[config.mk]
export PLATFORM = sky130hd
export DESIGN_NAME = tqc_counter
export DESIGN_NICKNAME = d
export VERILOG_FILES = /design/src/rtl/tqc_pkg.sv /design/src/rtl/tqc_evtype_reg.sv /design/src/rtl/tqc_qualify.sv /design/src/rtl/tqc_run_ctrl.sv /design/src/rtl/tqc_counter.sv
export SDC_FILE = /design/constraint.sdc
export NUM_CORES = 1
export LEC_CHECK = 0
export ABC_AREA = 1
export BUFFER_PORTS_ARGS = -buffer_cell sky130_fd_sc_hd__buf_2
export CAP_MARGIN = 5
export CORE_MARGIN = 2
export CORE_UTILIZATION = 49
export DETAILED_ROUTE_END_ITERATION = 7
export PLACE_DENSITY = 0.82
export SYNTH_ARGS = -nofsm -noshare
export SYNTH_HDL_FRONTEND = slang
export SYNTH_SLANG_ARGS = --single-unit
[constraint.sdc]
create_clock -name clk -period 3.62 [get_ports clk]
set_input_delay 0.543 -clock clk [delete_from_list [all_inputs] [get_ports clk]]
set_output_delay 0.543 -clock clk [all_outputs]
set_load 0.005 [all_outputs]
[src/rtl/tqc_pkg.sv]
package tqc_pkg;

    localparam int EVNUM_W   = 16;
    localparam int TH_LSB    = 32;
    localparam int TH_FLD_W  = 12;
    localparam int TC_LSB    = 61;

    typedef enum logic [1:0] {
        CMP_NE = 2'd0,
        CMP_EQ = 2'd1,
        CMP_GE = 2'd2,
        CMP_LT = 2'd3
    } cmp_e;

    typedef enum logic {
        ST_IDLE = 1'b0,
        ST_RUN  = 1'b1
    } run_e;

    typedef struct packed {
        logic [EVNUM_W-1:0]  evnum;
        logic [TH_FLD_W-1:0] th;
        cmp_e                cmp;
        logic                one_mode;
    } evtype_t;

    function automatic logic [63:0] keep_mask(input int th_w);
        logic [63:0] m;
        m = 64'h0;
        for (int i = 0; i < EVNUM_W; i++) m[i] = 1'b1;
        for (int i = 0; i < th_w; i++) m[TH_LSB+i] = 1'b1;
        if (th_w > 0) m[63:TC_LSB] = 3'b111;
        return m;
    endfunction

endpackage

[src/rtl/tqc_evtype_reg.sv]
module tqc_evtype_reg
    import tqc_pkg::*;
#(
    parameter int TH_W = 8
) (
    input  logic          clk,
    input  logic          rst_n,
    input  logic          we,
    input  logic [63:0]   wdata,
    output logic [63:0]   q,
    output evtype_t       fields
);
    localparam logic [63:0] KEEP = keep_mask(TH_W);
    localparam logic [TH_FLD_W-1:0] TH_KEEP = KEEP[TH_LSB +: TH_FLD_W];

    logic [63:0] q_r;

    always_ff @(posedge clk) begin
        if (!rst_n)  q_r <= '0;
        else if (we) q_r <= wdata & KEEP;
    end

    assign q               = q_r;
    assign fields.evnum    = q_r[EVNUM_W-1:0];
    assign fields.th       = q_r[TH_LSB +: TH_FLD_W];
    assign fields.cmp      = cmp_e'(q_r[63:62]);
    assign fields.one_mode = q_r[TC_LSB];

    AST_TH_MASKED: assert property (@(posedge clk) disable iff (!rst_n)
        we |=> ((q[TH_LSB +: TH_FLD_W] & ~TH_KEEP) == '0));

    generate
        if (TH_W == 0) begin : g_no_th
            AST_TC_ZERO: assert property (@(posedge clk) disable iff (!rst_n)
                we |=> (q[63:TC_LSB] == 3'b000));
        end
    endgenerate
endmodule

[src/rtl/tqc_qualify.sv]
module tqc_qualify
    import tqc_pkg::*;
#(
    parameter int EVT_W = 8,
    parameter int TH_W  = 8
) (
    input  logic             clk,
    input  logic             rst_n,
    input  logic [EVT_W-1:0] evt,
    input  evtype_t          f,
    output logic [EVT_W-1:0] inc
);
    localparam int CW = (EVT_W > TH_FLD_W) ? EVT_W : TH_FLD_W;

    generate
        if (TH_W == 0) begin : g_raw
            logic unused_raw;
            assign unused_raw = ^{f, clk, rst_n};
            assign inc = evt;
        end else begin : g_thr
            logic          hit;
            logic [CW-1:0] ev_x;
            logic [CW-1:0] th_x;
            logic          unused_evnum;

            assign unused_evnum = ^f.evnum;
            assign ev_x = CW'(evt);
            assign th_x = CW'(f.th);

            always_comb begin
                unique case (f.cmp)
                    CMP_NE: hit = (ev_x != th_x);
                    CMP_EQ: hit = (ev_x == th_x);
                    CMP_GE: hit = (ev_x >= th_x);
                    CMP_LT: hit = (ev_x <  th_x);
                    default: hit = 1'b0;
                endcase
                if (!hit)            inc = '0;
                else if (f.one_mode) inc = EVT_W'(1);
                else                 inc = evt;
            end

            AST_STEP_ONE: assert property (@(posedge clk) disable iff (!rst_n)
                f.one_mode |-> (inc <= EVT_W'(1)));
            AST_INC_BOUND: assert property (@(posedge clk) disable iff (!rst_n)
                !f.one_mode |-> (inc == '0 || inc == evt));
        end
    endgenerate
endmodule

[src/rtl/tqc_run_ctrl.sv]
module tqc_run_ctrl
    import tqc_pkg::*;
(
    input  logic clk,
    input  logic rst_n,
    input  logic en,
    output logic active
);
    run_e state, state_nx;

    always_ff @(posedge clk) begin
        if (!rst_n) state <= ST_IDLE;
        else        state <= state_nx;
    end

    always_comb begin
        state_nx = state;
        unique case (state)
            ST_IDLE: if (en)  state_nx = ST_RUN;
            ST_RUN:  if (!en) state_nx = ST_IDLE;
            default: state_nx = ST_IDLE;
        endcase
    end

    always_comb begin
        unique case (state)
            ST_RUN:  active = 1'b1;
            default: active = 1'b0;
        endcase
    end

    AST_START_FOLLOWS: assert property (@(posedge clk) disable iff (!rst_n)
        en |=> active);
    AST_STOP_FOLLOWS: assert property (@(posedge clk) disable iff (!rst_n)
        !en |=> !active);
endmodule

[src/rtl/tqc_counter.sv]
module tqc_counter
    import tqc_pkg::*;
#(
    parameter int EVT_W = 8,
    parameter int TH_W  = 8,
    parameter int CNT_W = 64
) (
    input  logic             clk,
    input  logic             rst_n,
    input  logic             en,
    input  logic [EVT_W-1:0] evt_cnt,
    input  logic             type_we,
    input  logic [63:0]      type_wdata,
    output logic [63:0]      type_rdata,
    input  logic             cnt_we,
    input  logic [CNT_W-1:0] cnt_wdata,
    output logic [CNT_W-1:0] cnt_q,
    input  logic             ovf_clr,
    output logic             ovf,
    output logic [31:0]      cap_q
);
    localparam int CAP_LSB = 20;

    evtype_t          fields;
    logic [EVT_W-1:0] inc;
    logic             active;
    logic [CNT_W:0]   sum;
    logic [CNT_W-1:0] cnt_r;
    logic             ovf_r;
    logic             wrap;

    tqc_evtype_reg #(.TH_W(TH_W)) u_type (
        .clk(clk), .rst_n(rst_n), .we(type_we), .wdata(type_wdata),
        .q(type_rdata), .fields(fields)
    );

    tqc_qualify #(.EVT_W(EVT_W), .TH_W(TH_W)) u_qual (
        .clk(clk), .rst_n(rst_n), .evt(evt_cnt), .f(fields), .inc(inc)
    );

    tqc_run_ctrl u_ctrl (
        .clk(clk), .rst_n(rst_n), .en(en), .active(active)
    );

    assign sum  = {1'b0, cnt_r} + (CNT_W+1)'(inc);
    assign wrap = active && !cnt_we && sum[CNT_W];

    always_ff @(posedge clk) begin
        if (!rst_n)      cnt_r <= '0;
        else if (cnt_we) cnt_r <= cnt_wdata;
        else if (active) cnt_r <= sum[CNT_W-1:0];
    end

    always_ff @(posedge clk) begin
        if (!rst_n)       ovf_r <= 1'b0;
        else if (wrap)    ovf_r <= 1'b1;
        else if (ovf_clr) ovf_r <= 1'b0;
    end

    assign cnt_q = cnt_r;
    assign ovf   = ovf_r;
    assign cap_q = 32'(TH_W) << CAP_LSB;

    AST_LOAD_WINS: assert property (@(posedge clk) disable iff (!rst_n)
        cnt_we |=> (cnt_q == $past(cnt_wdata)));
    AST_OVF_STICKY: assert property (@(posedge clk) disable iff (!rst_n)
        (ovf && !ovf_clr) |=> ovf);
    AST_IDLE_HOLD: assert property (@(posedge clk) disable iff (!rst_n)
        (!active && !cnt_we) |=> $stable(cnt_q));
endmodule

Yosys cells after proc, flatten, opt, wreduce, memory -nomap -nowiden
Cells that the tools add are included.
{"block": "totals", "regBits": 93, "latch_bits": 0, "mem_bits_rw": 0, "rom_bits": 0, "inputBits": 142, "output_inout_bits": 161, "wordCells": 27, "memories": 0}
{"block": "classes", "n_addsub": 1, "multipliers": 0, "div": 0, "n_lt_le_gt_ge": 2, "eq_ne": 5, "shift": 0, "muxes": 9, "bitwise_logic": 0, "n_reduce_logical": 6}
{"operator": "$mux 64", "count": 2}
{"operator": "$add 64x8->65", "count": 1}
{"operator": "$mux 8", "count": 2}
{"operator": "$eq 8x8->1", "count": 1}
{"operator": "$ge 8x8->1", "count": 1}
{"operator": "$lt 8x8->1", "count": 1}
{"operator": "$ne 8x8->1", "count": 1}
{"operator": "$eq 2x2->1 const B", "count": 2}
{"operator": "$mux 1", "count": 4}
{"operator": "$pmux 1 s4", "count": 1}
{"operator": "$reduce_bool 2->1", "count": 2}
{"operator": "$eq 2x1->1 const B", "count": 1}
{"operator": "$logic_and 1x1->1", "count": 2}
{"operator": "$logic_not 2->1", "count": 1}
{"operator": "$logic_not 1->1", "count": 1}

Logic depth before layout (Yosys ltp)
{"block": "logic_depth", "ltp_word": 6, "ltp_mapped": 27, "depth_no_buf": 26}

Cells and area by module
A second synthesis with hierarchy kept.
{"block": "hier_totals", "hier_cells": 1236, "hier_area_um2": 7566.0}
{"module": "tqc_counter", "instances": 1, "cells_per_inst": 920, "area_each_um2": 5449.0, "seq_area_each_um2": 1301.2}
{"module": "tqc_evtype_reg", "instances": 1, "cells_per_inst": 240, "area_each_um2": 1682.9, "seq_area_each_um2": 540.5}
{"module": "tqc_qualify", "instances": 1, "cells_per_inst": 73, "area_each_um2": 406.6, "seq_area_each_um2": 0.0}
{"module": "tqc_run_ctrl", "instances": 1, "cells_per_inst": 3, "area_each_um2": 27.5, "seq_area_each_um2": 20.0}

Least setup slack after synthesis
Ideal clock, no wire load.
{"block": "synth_path", "path_type": "in2reg", "start": "in evt_cnt[3]", "end": "reg cnt_r[30], in the netlist cnt_q[30]", "setup_time_ps": 134, "arrival_time_ps": 3074, "required_ps": 3486, "setup_slack_ps": 412, "cell_stages": 20, "n_path_buf": 0, "cell_sequence": "ha_1 a21oi_1 o21ai_0 nand2_1 nand3_1 nand2_1 nand2_1 o21ai_1 nor2_1 ha_1 fa_1 nand2_1 nand2_1 nand3_1 nand2_1 nand2_1 nand2_2 a21o_1 nand3_1 a21oi_1"}
{"block": "synth_between", "elab_chain_cells": 6, "word_cells_on_any_way": 10, "cone_classes": "add/sub: 1; order compare: 2; eq/ne: 2; mux: 5"}
{"element": "from (decl)", "line": "tqc_counter.sv:11", "text": "input logic [EVT_W-1:0] evt_cnt,"}
{"element": "$lt 8x8->1, or another cell as far along", "line": "tqc_qualify.sv:35", "text": "CMP_LT: hit = (ev_x < th_x);"}
{"element": "$pmux 1 s4", "line": "tqc_qualify.sv:31", "text": "unique case (f.cmp)"}
{"element": "$mux 8 (*)", "line": "tqc_qualify.sv:38", "text": "if (!hit) inc = '0;"}
{"element": "$add 64x8->65 (*)", "line": "tqc_counter.sv:45", "text": "assign sum = {1'b0, cnt_r} + (CNT_W+1)'(inc);"}
{"element": "$mux 64 (*)", "line": "tqc_counter.sv:51", "text": "else if (active) cnt_r <= sum[CNT_W-1:0];"}
{"element": "$mux 64 (*)", "line": "tqc_counter.sv:50", "text": "else if (cnt_we) cnt_r <= cnt_wdata;"}
{"element": "to (signal assigned)", "line": "tqc_counter.sv:50"}
{"element": "to (signal assigned)", "line": "tqc_counter.sv:51"}
{"element": "to (decl)", "line": "tqc_counter.sv:28", "text": "logic [CNT_W-1:0] cnt_r;"}
Mark *: on every way between the ends. The rest lies on a longest branch, timed or not. The select of a mux whose other input is x is not followed.
A chain may end at the register's enable or synchronous reset.

Worst setup path after layout
{"block": "layout_path", "start": "reg u_type.q_r[35], in the netlist u_type.q[35]", "end": "reg cnt_r[18], in the netlist cnt_q[18]"}
{"block": "layout_between", "elab_chain_cells": 6, "word_cells_on_any_way": 9, "cone_classes": "add/sub: 1; order compare: 2; eq/ne: 2; mux: 4"}
{"element": "from (decl)", "line": "tqc_evtype_reg.sv:16", "text": "logic [63:0] q_r;"}
{"element": "from (signal assigned)", "line": "tqc_evtype_reg.sv:20", "text": "else if (we) q_r <= wdata & KEEP;"}
{"element": "$lt 8x8->1, or another cell as far along", "line": "tqc_qualify.sv:35"}
{"element": "$pmux 1 s4 (*)", "line": "tqc_qualify.sv:31"}
{"element": "$mux 8 (*)", "line": "tqc_qualify.sv:38"}
{"element": "$add 64x8->65 (*)", "line": "tqc_counter.sv:45"}
{"element": "$mux 64 (*)", "line": "tqc_counter.sv:51"}
{"element": "$mux 64 (*)", "line": "tqc_counter.sv:50"}
Marked as above.

==> qor.yml <==
detailed_routing:
  wl_per_cell_um: 15.60
  firstDrtPassIters: 5
  ant_nets: 0
  drt-initial-drc-count: 639
  vias: 7912
  vias_per_cell: 5.236
  drc: 0
  wl_um: 23580
power:
  p_total_uw: 2591
  power.leakage_uw: 0.003936
  peakVddDrop_v: 0.0002085
  power.density_nw_per_um2: 310.5
sta:
  slew_headroom_pct: 24.28
  rsz0062_at_grt: "true"
  fin_ws_ns: 0.2923
  fmax_mhz: 300.5
  setup_violations: 0
  finClkSkew_ns: 0.008225
  hold_violations: 0
  final.min_clock_period_ns: 3.328
  max_slew.worst_pin.slew_ns: 1.136
  drv_slew: 0
  fin_crit_sh_pct: 91.92
setup_path:
  slowest_delay_ns: 0.34
  cp_cell_sequence: "inv_1, ha_1, nand2_1, o21ai_0, nand2_1, nand3_1, nand2_1, nand2_1, nand2_1, o21ai_1, buf_4, nor2_1, ha_1, nand2_1, nand2_1, inv_1, nor2_1, inv_1, nand3_2, nand2_1, xnor2_1, nand2_1, a21oi_1"
  slowest_stage: "ha_1"
  r2r_cells: 23
  path_depth: 23
  path_max_fanout: 10
  critPathCaptureType: "flip-flop"
  critPathBufInv: 4
  rr_startpoint: "u_type.q[35]"
  path_class: "reg -> reg"
  crit_path_end: "cnt_q[18]"
  crit_path_start: "u_type.q[35]"
  critPathRequiredTime_ns: 3.81
  critPathArrivalTime_ns: 3.52
  critPathTopFamily: "simple AND/OR/NAND/NOR gates"
  critPathMostFrequentCell: "nand2_1"
  r2r_setup_slack_ns: 0.29
  critPathLaunchType: "flip-flop"
  regToRegEndpoint: "cnt_q[18]"
yosys:
  synth_async_sr_flop_share_pct: 0
  yosysWarningCount: 0
  yosys_register_bits: 93
  synthSimpleGateAreaFrac_pct: 37.37
  synth_top_family_by_area: "simple AND/OR/NAND/NOR gates"
  synth_top_area_share_pct: 26.09
  ys_top_cells_by_count: "nand2_1 (328), nor2_1 (121), inv_1 (108), dfxtp_1 (93), a21oi_1 (72)"
  synthMuxAreaShare_pct: 0
  yosysUniqueCellTypes: 41
  seq_area_frac_synth_pct: 26.09
  synth_compound_area_share_pct: 15.40
  syn_inst: 1141
  synth_edf_count: 0
  syn_avg_cell_area_um2: 6.254
  synth.area.top_cells: "dfxtp_1 (26%), nand2_1 (17%), buf_4 (7.4%)"
  synthesis.area_um2: 7136
  synth.most_common_cell: "nand2_1"
  yosys_most_used_dff: "dfxtp_1"
  synth_top_area_cell: "dfxtp_1"
  synth_xor_area_share_pct: 2.578
  synthAdderAreaFrac_pct: 3.086
placement:
  place_congestion: 1.008
  place_ws_ns: 0.05448
  io_buffers: 196
  dp.cells: 1495
  postPlaceCellArea_um2: 8034
  hpwl_um: 18810
floorplan:
  die-area_um2: 15540
  core_area_um2: 14370
  fp.dieW_um: 124.7
  die-height_um: 124.7
  start_util_pct: 49.66
  ios: 303
  rows: 44
clocking:
  cts-root-buf: "clkbuf_16"
  post_cts_resized: 0
  cts_max_level: 3
  cts.path.max_buffers: 2
  post_cts_buffers: 0
  holdBufCountCts: 0
  cts_tree: "done"
  cts.sinks: 93
  clkLatencyLatePin_ns: 0.36
  cts_buffers: 9
  clk_pin_slew_ns: 0.07
cells_and_area:
  layout.nets: 1481
  final_util_pct: 58.07
  final_area_um2: 8344
  area_growth_pct: 16.94
  fin_cells: 1511
  n_fill_cell: 1472
  antenna_cells: 0
  drive_gt1_share_pct: 21.55
grt:
  grt_use_met3_pct: 4.983
  grt_max_degree: 64
  grt_most_used_layer: "met2"
  grt_pass1_wl_um: 36810
  grt_overflow: 0
  antenna_found_initial: 0
  grt.total_usage_pct: 29.65
  use_met2_pct: 49.12
  grtUsageMet1_pct: 38.28
  grt_pass1_vias: 7099
worst_hold_path:
  hp-class: "in -> reg"
flow_run:
  maxCapViolations: 0
outcome:
  outcome: "completed"
## registers in the layout (all words and copies together), names as in the netlist
name          cells
cnt_q            64
ovf               1
u_ctrl.state      1
u_type.q         27
## final cells by class
cell class                      count  area (um2)  share of cell area (%)
Clock inverter                      6       53.80                  0.6448
Timing Repair Buffer              209        1079                   12.93
Inverter                          112       420.4                   5.038
Sequential cell                    93        1862                   22.31
Multi-Input combinational cell    897        4461                   53.46
Clock buffer                       10       239.0                   2.864
Tap cell                          184       230.2                   2.759
## tightest hold or removal path: cells and delay by family
kind | cells | cell delay [ns]
AND/OR/NAND/NOR | 1 | 0.04
buffers and inverters | 2 | 0.11
## through the flow
stage / hold slack (ns) / setup TNS, ns
after floorplan: 0.4596 / 0
after global placement: 0.4512 / 0
after detailed placement: 0.4576 / 0
after CTS: 0.3638 / 0
after global routing: 0.4112 / -0.04867
final: 0.3704 / 0
## cells by family (layout without fill, tap and decap cells)
group | Yosys count | in the layout
AO/OA/AOI/OAI | 183 | 183
XOR/XNOR | 21 | 21
adder cells (fa/ha/maj) | 17 | 17
buffers and inverters | 218 | 337
flip-flops | 93 | 93
other | 2 | 69
AND/OR/NAND/NOR | 607 | 607
## layer usage
| layer | up-vias | share of wire (%) |
|---|---|---|
| met5 | - | 0 |
| li1 | 3948 | - |
| met3 | 51 | 7.3 |
| met2 | 315 | 46 |
| met1 | 3598 | 43 |
| met4 | 0 | 3.4 |
## how the worst min path moves through the flow
| stage | start | end | slack (ns) | cells past startpoint |
|---|---|---|---|---|
| after CTS | en | u_ctrl.state | 0.36 | 3 |
| after global placement | ovf | ovf | 0.45 | 2 |
| after floorplan | ovf | ovf | 0.46 | 2 |
| after detailed placement | ovf | ovf | 0.46 | 2 |
| after global routing | type_wdata[32] | u_type.q[32] | 0.41 | 3 |
| final | en | u_ctrl.state | 0.37 | 3 |
## power by group
group,total (uW),internal [uW],switching [uW]
clock,943,497,446
sequential,1180,1090,88.5
combinational,472,201,270
total,2590,1790,805
## placed cells by master (no fill, tap or decap), types with 9 or more instances in the layout
cell / n
nor2_2: 22
ha_1: 15
a31oi_1: 10
buf_4: 13
nand2_1: 326
inv_1: 108
nor2_1: 119
nand4_1: 36
xor2_1: 10
a21oi_1: 72
xnor2_1: 11
dfxtp_1: 93
a22oi_1: 52
buf_2: 196
conb_1: 69
nor3_1: 9
nand2_2: 13
o21ai_0: 38
nand3b_1: 9
nand3_1: 53
clkbuf_16: 9
(Power assumes the default switching activity.)
